--- src/rtl/brd_regfile_pkg.sv ---
package brd_regfile_pkg;
  // Word indices (byte address / 4) of the mapped registers.
  localparam int IDX_ID   = 0;
  localparam int IDX_STAT = 1;
  localparam int IDX_CTRL = 2;
  localparam int IDX_CNT0 = 3;

  // Status word field positions.
  localparam int ST_VER_LSB  = 0;
  localparam int ST_SW_LSB   = 8;
  localparam int ST_REAR_LSB = 16;
  localparam int ST_TMO_BIT  = 22;

  // Control word bits.
  localparam int CT_UNLOCK_BIT = 0;
  localparam int CT_RESET_BIT  = 1;

  typedef struct packed {
    logic id;
    logic stat;
    logic ctrl;
  } fixed_sel_t;
endpackage

--- src/rtl/brd_addr_decode.sv ---
module brd_addr_decode
  import brd_regfile_pkg::*;
#(
  parameter int ADDR_W = 8,
  parameter int NUM_CH = 6
) (
  input  logic [ADDR_W-1:0] addr,
  output fixed_sel_t        fsel,
  output logic [NUM_CH-1:0] csel,
  output logic              hit
);
  localparam int WIDX_W = ADDR_W - 2;

  logic [WIDX_W-1:0] widx;
  logic              aligned;

  assign widx    = addr[ADDR_W-1:2];
  assign aligned = (addr[1:0] == 2'b00);

  assign fsel.id   = aligned && (widx == WIDX_W'(IDX_ID));
  assign fsel.stat = aligned && (widx == WIDX_W'(IDX_STAT));
  assign fsel.ctrl = aligned && (widx == WIDX_W'(IDX_CTRL));

  for (genvar g = 0; g < NUM_CH; g++) begin : g_ch
    assign csel[g] = aligned && (widx == WIDX_W'(IDX_CNT0 + g));
  end

  assign hit = fsel.id | fsel.stat | fsel.ctrl | (|csel);

  always_comb begin
    assert_sel_onehot_R11: assert ($onehot0({fsel.id, fsel.stat, fsel.ctrl, csel}));
  end
endmodule

--- src/rtl/brd_status_reg.sv ---
module brd_status_reg
  import brd_regfile_pkg::*;
#(
  parameter logic [7:0] GW_VERSION = 8'h11
) (
  input  logic        clk,
  input  logic        rst_n,
  input  logic [7:0]  sw_off,
  input  logic [5:0]  rear_idle,
  input  logic        set_pulse,
  input  logic        clr_req,
  output logic [31:0] stat_word
);
  logic tmo_q;
  logic tmo_d;
  logic tmo_en;

  // Set has priority over a clear in the same cycle.
  always_comb begin
    tmo_en = set_pulse | clr_req;
    tmo_d  = set_pulse;
  end

  always_ff @(posedge clk or negedge rst_n) begin
    if (!rst_n)      tmo_q <= 1'b0;
    else if (tmo_en) tmo_q <= tmo_d;
  end

  always_comb begin
    stat_word = '0;
    stat_word[ST_VER_LSB  +: 8] = GW_VERSION;
    stat_word[ST_SW_LSB   +: 8] = sw_off;
    stat_word[ST_REAR_LSB +: 6] = rear_idle;
    stat_word[ST_TMO_BIT]       = tmo_q;
  end

  assert_tmo_sticky_R4: assert property (@(posedge clk) disable iff (!rst_n)
    $fell(tmo_q) |-> $past(clr_req) && !$past(set_pulse));
  assert_tmo_set_wins_R5: assert property (@(posedge clk) disable iff (!rst_n)
    set_pulse |=> tmo_q);
endmodule

--- src/rtl/brd_ctrl_reg.sv ---
module brd_ctrl_reg
  import brd_regfile_pkg::*;
(
  input  logic       clk,
  input  logic       rst_n,
  input  logic       wr_en,
  input  logic [1:0] wr_bits,
  output logic [1:0] ctrl_word,
  output logic       rst_req
);
  logic unlock_q, unlock_d;
  logic fire_q, fire_d;
  logic fire;

  always_comb begin
    fire     = wr_en && wr_bits[CT_RESET_BIT] && unlock_q;
    fire_d   = fire;
    unlock_d = unlock_q;
    if (wr_en) unlock_d = fire ? 1'b0 : wr_bits[CT_UNLOCK_BIT];
  end

  always_ff @(posedge clk or negedge rst_n) begin
    if (!rst_n) begin
      unlock_q <= 1'b0;
      fire_q   <= 1'b0;
    end else begin
      unlock_q <= unlock_d;
      fire_q   <= fire_d;
    end
  end

  assign rst_req = fire_q;
  assign ctrl_word[CT_UNLOCK_BIT] = unlock_q;
  assign ctrl_word[CT_RESET_BIT]  = fire_q;

  assert_reset_needs_unlock_R7: assert property (@(posedge clk) disable iff (!rst_n)
    fire_q |-> $past(unlock_q) && $past(wr_en));
  assert_reset_one_cycle_R7: assert property (@(posedge clk) disable iff (!rst_n)
    fire_q |=> !fire_q);
  assert_fire_clears_unlock_R8: assert property (@(posedge clk) disable iff (!rst_n)
    fire_q |-> !unlock_q);
endmodule

--- src/rtl/brd_regfile.sv ---
module brd_regfile
  import brd_regfile_pkg::*;
#(
  parameter int          ADDR_W     = 8,
  parameter int          NUM_CH     = 6,
  parameter logic [31:0] BOARD_ID   = 32'h54_42_4C_31,
  parameter logic [7:0]  GW_VERSION = 8'h11
) (
  input  logic                 clk,
  input  logic                 rst_n,
  input  logic [ADDR_W-1:0]    bus_addr,
  input  logic [31:0]          bus_wdata,
  input  logic                 bus_we,
  input  logic                 bus_re,
  output logic                 bus_ack,
  output logic [31:0]          bus_rdata,
  input  logic [7:0]           sw_off,
  input  logic [5:0]           rear_idle,
  input  logic                 wdog_expired,
  output logic                 remote_rst,
  output logic [NUM_CH-1:0]    cnt_load,
  output logic [31:0]          cnt_wdata,
  input  logic [32*NUM_CH-1:0] cnt_rdata
);
  fixed_sel_t        fsel;
  logic [NUM_CH-1:0] csel;
  logic              hit;
  logic [31:0]       stat_word;
  logic [1:0]        ctrl_word;

  logic              ack_q, ack_d;
  logic [31:0]       rdata_q, rdata_d, rd_mux;
  logic [NUM_CH-1:0] load_q, load_d;
  logic [31:0]       wdat_q;
  logic              wdat_en;

  brd_addr_decode #(.ADDR_W(ADDR_W), .NUM_CH(NUM_CH)) u_dec (
    .addr (bus_addr),
    .fsel (fsel),
    .csel (csel),
    .hit  (hit)
  );

  brd_status_reg #(.GW_VERSION(GW_VERSION)) u_stat (
    .clk       (clk),
    .rst_n     (rst_n),
    .sw_off    (sw_off),
    .rear_idle (rear_idle),
    .set_pulse (wdog_expired),
    .clr_req   (bus_we && fsel.stat && bus_wdata[ST_TMO_BIT]),
    .stat_word (stat_word)
  );

  brd_ctrl_reg u_ctrl (
    .clk       (clk),
    .rst_n     (rst_n),
    .wr_en     (bus_we && fsel.ctrl),
    .wr_bits   (bus_wdata[1:0]),
    .ctrl_word (ctrl_word),
    .rst_req   (remote_rst)
  );

  always_comb begin
    rd_mux = '0;
    if (fsel.id)   rd_mux = BOARD_ID;
    if (fsel.stat) rd_mux = stat_word;
    if (fsel.ctrl) rd_mux = {30'b0, ctrl_word};
    for (int ch = 0; ch < NUM_CH; ch++) begin
      if (csel[ch]) rd_mux = cnt_rdata[32*ch +: 32];
    end
  end

  always_comb begin
    ack_d   = bus_we | bus_re;
    rdata_d = bus_re ? rd_mux : '0;
    load_d  = bus_we ? csel : '0;
    wdat_en = bus_we && (|csel);
  end

  always_ff @(posedge clk or negedge rst_n) begin
    if (!rst_n) begin
      ack_q   <= 1'b0;
      rdata_q <= '0;
      load_q  <= '0;
    end else begin
      ack_q   <= ack_d;
      rdata_q <= rdata_d;
      load_q  <= load_d;
    end
  end

  always_ff @(posedge clk or negedge rst_n) begin
    if (!rst_n)       wdat_q <= '0;
    else if (wdat_en) wdat_q <= bus_wdata;
  end

  assign bus_ack   = ack_q;
  assign bus_rdata = rdata_q;
  assign cnt_load  = load_q;
  assign cnt_wdata = wdat_q;

  assert_ack_follows_R1: assert property (@(posedge clk) disable iff (!rst_n)
    (bus_we || bus_re) |=> bus_ack);
  assert_no_ack_idle_R1: assert property (@(posedge clk) disable iff (!rst_n)
    !(bus_we || bus_re) |=> !bus_ack && (bus_rdata == '0));
  assert_load_onehot_R9: assert property (@(posedge clk) disable iff (!rst_n)
    $onehot0(cnt_load));
  assert_load_from_write_R9: assert property (@(posedge clk) disable iff (!rst_n)
    (|cnt_load) |-> $past(bus_we) && bus_ack);
  assert_unmapped_quiet_R11: assert property (@(posedge clk) disable iff (!rst_n)
    (bus_re && !hit) |=> (bus_rdata == '0) && (cnt_load == '0));
  assert_unmapped_no_reset_R11: assert property (@(posedge clk) disable iff (!rst_n)
    !hit |=> !remote_rst);
endmodule

--- config.mk ---
export PLATFORM = sky130hd
export DESIGN_NAME = brd_regfile
export DESIGN_NICKNAME = d
export VERILOG_FILES = /design/src/rtl/brd_regfile_pkg.sv /design/src/rtl/brd_addr_decode.sv /design/src/rtl/brd_status_reg.sv /design/src/rtl/brd_ctrl_reg.sv /design/src/rtl/brd_regfile.sv
export SDC_FILE = /design/constraint.sdc
export NUM_CORES = 1
export LEC_CHECK = 0
export BUFFER_PORTS_ARGS = -buffer_cell sky130_fd_sc_hd__buf_2
export CAP_MARGIN = 20
export CORE_AREA = 2 2 124 126
export CTS_BUF_LIST = sky130_fd_sc_hd__clkbuf_8
export CTS_CLUSTER_SIZE = 40
export DETAILED_ROUTE_END_ITERATION = 7
export DIE_AREA = 0 0 126 128
export PLACE_DENSITY = 0.76
export SKIP_CTS_REPAIR_TIMING = 1
export SLEW_MARGIN = 20
export SYNTH_ARGS = -nofsm -noshare
export SYNTH_HDL_FRONTEND = slang
export SYNTH_SLANG_ARGS = --single-unit
--- constraint.sdc ---
create_clock -name clk -period 1.55 [get_ports clk]
set_clock_uncertainty 0.05 [all_clocks]
set_input_delay 0.0775 -clock clk [delete_from_list [all_inputs] [get_ports clk]]
set_output_delay 0.0775 -clock clk [all_outputs]
set_load 0.01 [all_outputs]
### After elaboration in Yosys (flattened, before gate mapping)

Cells that the tools add are included.

* register bits after elaboration: 74
* latch bits: 0
* RAM bits: 0
* bits in read-only memories: 0
* input port bits: 251
* output and inout port bits: 72
* word-level logic and storage cells: 47
* memories kept: 0

* add/subtract/negate cells: 0
* multipliers: 0
* divide/modulo/power cells: 0
* $lt $le $gt $ge: 0
* equal/unequal tests: 8
* shift-type cells: 0
* multiplexer cells: 12
* bitwise gates (word level): 2
* reductions and logical operators: 18

Operators by type and width (count)
* 2-to-1 mux 32 bit: 7
* 2-to-1 mux 31 bit: 3
* == test 6 x 3 -> 1 bit (second input constant): 4
* logical AND 1 bit: 15
* == test 6 x 2 -> 1 bit (second input constant): 2
* == test 6 x 1 -> 1 bit (second input constant): 1
* == test 6 x 4 -> 1 bit (second input constant): 1
* zero test 6 bit: 1
* 2-to-1 mux 6 bit: 1
* OR reduction 6 bit: 1
* zero test 2 bit: 1
* bitwise OR 1 bit: 2
* 2-to-1 mux 1 bit: 1

### Logic depth before layout (Yosys ltp)

* depth in word-level cells: 12
* mapped depth: 8
* depth with buffers taken out: 4

### Modules after synthesis

A second synthesis with hierarchy kept.

* cells, all modules: 458
* area total of the unflattened synthesis: 4538.1 um2

By module, submodules not included
* brd_regfile: times used 1, cells each 396, area an instance 4023.9 um2, sequential area each 1776.7 um2
* brd_status_reg: times used 1, cells each 37, area an instance 284.0 um2, sequential area each 25.0 um2
* brd_addr_decode: times used 1, cells each 18, area an instance 140.1 um2, sequential area each 0.0 um2
* brd_ctrl_reg: times used 1, cells each 7, area an instance 90.1 um2, sequential area each 50.0 um2

### Least setup slack after synthesis

Ideal clock, no wire load.

* path kind: in2reg
* from: input bus_addr[7]
* to: register rdata_q[14], in the netlist bus_rdata[14]
* setup time: 124 ps
* arrival: 1516 ps
* data required time: 1376 ps
* path slack: -140 ps
* cell stages on the path: 7
* path buffers: 3
* cell sequence: or4_1 > buf_6 > or3_1 > buf_2 > buf_6 > o21ai_2 > a21oi_1

* longest elaborated chain between the ends: 12
* elaborated cells on any way between the ends: 28
* classes of those cells: 8 x eq/ne; 10 x mux; 10 x reduce/logical

Ends and longest elaborated chain
* start: declaration: RTL line brd_regfile.sv:11 `input logic [ADDR_W-1:0] bus_addr,`
* zero test 6 bit: RTL line brd_addr_decode.sv:20 `assign fsel.id = aligned && (widx == WIDX_W'(IDX_ID));`
* logical AND 1 bit: RTL line brd_addr_decode.sv:20
* 2-to-1 mux 31 bit: RTL line brd_regfile.sv:65 `if (fsel.id) rd_mux = BOARD_ID;`
* 2-to-1 mux 31 bit: RTL line brd_regfile.sv:66 `if (fsel.stat) rd_mux = stat_word;`
* 2-to-1 mux 31 bit: RTL line brd_regfile.sv:67 `if (fsel.ctrl) rd_mux = {30'b0, ctrl_word};`
* 2-to-1 mux 32 bit (5 in a row): RTL line brd_regfile.sv:69 `if (csel[ch]) rd_mux = cnt_rdata[32*ch +: 32];`
* 2-to-1 mux 32 bit (*): RTL line brd_regfile.sv:69
* 2-to-1 mux 32 bit (*): RTL line brd_regfile.sv:75 `rdata_d = bus_re ? rd_mux : '0;`
* named net rdata_d[14]: RTL line brd_regfile.sv:32 `logic [31:0] rdata_q, rdata_d, rd_mux;`
* end signal: assignment: RTL line brd_regfile.sv:87 `rdata_q <= rdata_d;`
* end: declaration: RTL line brd_regfile.sv:32

The timed path passes the listed nets; every way through them passes the cells marked *.
A chain may end at the register's enable or synchronous reset.

### Worst setup path after layout

* from: input bus_addr[7]
* to: register rdata_q[1], in the netlist bus_rdata[1]

* longest elaborated chain between the ends: 11
* elaborated cells on any way between the ends: 25
* classes of those cells: 8 x eq/ne; 9 x mux; 8 x reduce/logical

Ends and longest elaborated chain
* == test 6 x 1 -> 1 bit: RTL line brd_addr_decode.sv:21 `assign fsel.stat = aligned && (widx == WIDX_W'(IDX_STAT));`
* logical AND 1 bit: RTL line brd_addr_decode.sv:21
* 2-to-1 mux 31 bit: RTL line brd_regfile.sv:66
* 2-to-1 mux 31 bit: RTL line brd_regfile.sv:67
* 2-to-1 mux 32 bit (5 in a row): RTL line brd_regfile.sv:69
* 2-to-1 mux 32 bit (*): RTL line brd_regfile.sv:69
* 2-to-1 mux 32 bit (*): RTL line brd_regfile.sv:75
* named net rdata_d[1]: RTL line brd_regfile.sv:32

Marked as above.

==> flow_summary.toml <==
[cells_and_area]
regArea_mm2 = 0.00185
fin_nets = 1109
syn_to_final_growth_pct = 66.9
nFillCells = 1380
fin_util_pct = 52.0
final_cell_area_mm2 = 0.00773
multi_input_area_mm2 = 0.00253
fin_cells = 1052
drive_above_1_share_pct = 53.5

[critical_path]
path_buf_inv = 2
worstPathRequired_ns = 1.75
worstPathCellList = "buf_2 -> or4_4 -> or3_1 -> o21ai_0 -> buf_4 -> a21oi_1"
rrSetupSlack_ns = 0.28
r2r_cells = 4
worstSetupPathDepth = 6
crit_type = "primary input to flip-flop"
crit_path_top_delay_cell = "or4_4"
cp_top_family = "simple AND/OR/NAND/NOR gates"
crit_path_start_kind = "primary input"
cp-end-kind = "flip-flop"
r2r-start = "u_stat.tmo_q$_DFFE_PN0P_"
cp_data_arrival_time_ns = 1.67
slowest_delay_ns = 0.58
timing.rr.end = "bus_rdata[22]$_DFF_PN0_"
startpoint = "bus_addr[7]"
crit_path_end = "bus_rdata[1]$_DFF_PN0_"
path_max_fanout = 6

[drt]
drtIter0Drc = 364
wirelength_mm = 19.6
route.detailed.drc = 0
postRouteAntennaNets = 0
wl_per_cell_um = 18.6
vias = 5349
via_per_inst = 5.08
firstDrtPassIters = 5

[yosys]
synth_xor_area_share_pct = 0
synth.avg_cell_area_um2 = 10.5
ys_ff_latch = 74
synth-compound-area-share_pct = 22.4
yosys.area.top_type = "dfrtp_1"
synthesis.area_mm2 = 0.00463
synth_edf_count = 0
syn_inst = 443
synth_flop_cell = "dfrtp_1"
async_flop_share_pct = 100
synth_seq_area_share_pct = 40.0
synthAdderAreaFrac_pct = 0
post_synth_num_cell_types = 55
ys_warn_count = 0
synth.top_cell.area_share_pct = 40.0
synth_top_family_by_area = "compound AO/OA/AOI/OAI gates"
synth-simple-area-share_pct = 12.7
synth_nets = 694
muxShareOfSynthArea_pct = 18.6
ys_top_cells_by_area = "dfrtp_1 (40%), mux2_4 (9.7%), mux2i_1 (5.2%), a21oi_1 (3.8%), o221ai_1 (3.4%)"

[timing]
fin_crit_sh_pct = 95.2
worst_slack_ns = 0.0746
finalHoldViolations = 5
tns_ns = 0
drv_slew = 0
tightest_slew_ns = 0.497
rsz0062_at_grt = "no"
hold_ws_ns = -0.0318
fmax_ghz = 0.678
setup_viol = 0
slew_headroom_pct = 66.8
min_period_ns = 1.48

[power_and_ir_drop]
vdd_ir_drop_max_uv = 377
p_leak_nw = 4.05
powerDensity_mw_per_mm2 = 686
power_mw = 5.31

[placement]
dpl_cell_area_mm2 = 0.00679
dpl.cell_count = 964
dp_hpwl_mm = 14.4
portBuffers = 322
dp_slack_ns = -0.260
gp_congestion = 0.843

[grt]
grt_pass1_vias = 5228
top_usage_layer = "met2"
grt.overflow.total = 0
grt_max_degree = 48
use_met1_pct = 27.5
grt_use_met3_pct = 3.71
antenna_found_initial = 1
use_met2_pct = 39.2
grt.total_usage_pct = 22.4
grt_pass1_wl_mm = 27.9

[die]
dieArea_mm2 = 0.0161
die_y_um = 128
core_area_mm2 = 0.0149
pin_count = 323
initial_core_util_pct = 31.2
die_w_um = 126
rows = 45

[clocking]
clkLatencyLatePin_ns = 0.37
cts_tree = "done"
clk_pin_slew_worst_paths_ns = 0.09
h-tree-depth = 3
cts_buffers = 9
cts_max_path_buffers = 2
cts_root_buf = "clkbuf_8"
clock-sinks = 74

[outcome]
violations = "hold timing"
status = "finished, violations left"

[worst_hold_path]
min_path_type = "primary input to flip-flop"

[flow_run]
timing.max_cap.violations = 0
[layout make-up]
class                           instances  share of cell area (%)
Sequential cell                        74                    24.0
Antenna cell                            1                  0.0324
Clock inverter                          6                   0.842
Multi-Input combinational cell        310                    32.7
Timing Repair Buffer                  445                    36.7
Inverter                               18                   0.874
Tap cell                              188                    3.04
Clock buffer                           10                    1.78
[flip-flops by register name (all words and copies together), names as in the netlist]
name,flops
cnt_wdata,32
bus_rdata,32
u_ctrl.rst_req,1
u_ctrl.unlock_q,1
u_stat.tmo_q,1
cnt_load,6
bus_ack,1
[placed cells by master (no fill, tap or decap), types with 3 or more instances in the layout]
| cell type | n |
|---|---|
| a21o_1 | 5 |
| a21oi_1 | 35 |
| a221o_1 | 6 |
| a221oi_1 | 3 |
| a22oi_1 | 11 |
| a2bb2oi_1 | 3 |
| a32oi_1 | 7 |
| and2_1 | 3 |
| buf_12 | 10 |
| buf_2 | 321 |
| buf_4 | 43 |
| clkbuf_8 | 10 |
| dfrtp_1 | 74 |
| dlygate4sd3_1 | 71 |
| inv_1 | 18 |
| mux2_2 | 7 |
| mux2_4 | 30 |
| mux2i_1 | 24 |
| mux4_2 | 4 |
| nand2_1 | 22 |
| nand2b_1 | 8 |
| nand3_1 | 10 |
| nor2_1 | 18 |
| nor2b_1 | 22 |
| nor3_1 | 5 |
| o21ai_0 | 14 |
| o21ai_2 | 5 |
| o221a_2 | 10 |
| o221ai_1 | 18 |
| o41ai_2 | 3 |
| or2_2 | 5 |
[cells by family (layout without fill, tap and decap cells)]
logic type,after synthesis,after routing
AO/OA/AOI/OAI,138,138
buffers and inverters,59,479
flip-flops,74,74
multiplexers,65,65
other,0,1
AND/OR/NAND/NOR,107,107
[where the power goes]
part           internal, mW  switching, mW
logic                 0.872          0.652
registers              2.09         0.0813
clock network         0.791          0.825
[layer usage]
layer | share of wire (%) | vias to the layer above | wire, um
li1 | - | 2491 | -
met1 | 40 | 2514 | 7850
met2 | 51 | 302 | 9960
met3 | 6.7 | 42 | 1310
met5 | 0 | - | 0
met4 | 2.5 | 0 | 498
[cell usage after synthesis, types with 3 or more instances]
cell       instances
buf_2              9
inv_1             18
a221o_1            6
or2_2              5
buf_4              3
o21ai_0           14
and2_1             3
nand2_1           22
a21oi_1           35
mux2_2             7
a221oi_1           3
dfrtp_1           74
nor3_1             6
mux2i_1           24
mux2_4            30
o41ai_1            4
buf_6              7
o221ai_1          18
a2bb2oi_1          3
a22oi_1           11
nand2b_1           8
a32oi_1            7
nor2b_1           22
mux4_2             4
o21ai_2            5
clkbuf_1          17
nor2_1            18
nand3_1           10
o221a_2           10
a21o_1             5
buf_1              5
[worst reg2reg max path, delay by kind of cell (launching register included)]
kind / cells / cell delay (ns)
AOI/OAI and AO/OA: 3 / 0.57
DFF: 1 / 0.38
and+or+nand+nor: 1 / 0.15
[worst min path at each step]
stage | slack, ns | cells past startpoint | to | start
floorplan | -0.27 | 0 | bus_ack$_DFF_PN0_ | rst_n
global placement | -0.13 | 1 | cnt_wdata[31]$_DFFE_PN0P_ | rst_n
detailed placement | -0.13 | 1 | cnt_wdata[13]$_DFFE_PN0P_ | rst_n
CTS | -0.53 | 1 | cnt_wdata[31]$_DFFE_PN0P_ | rst_n
global route | 0.0006 | 3 | bus_rdata[10]$_DFF_PN0_ | cnt_rdata[138]
finish | -0.03 | 3 | bus_rdata[10]$_DFF_PN0_ | cnt_rdata[138]
No activity file was read; power rests on OpenSTA's default activity.
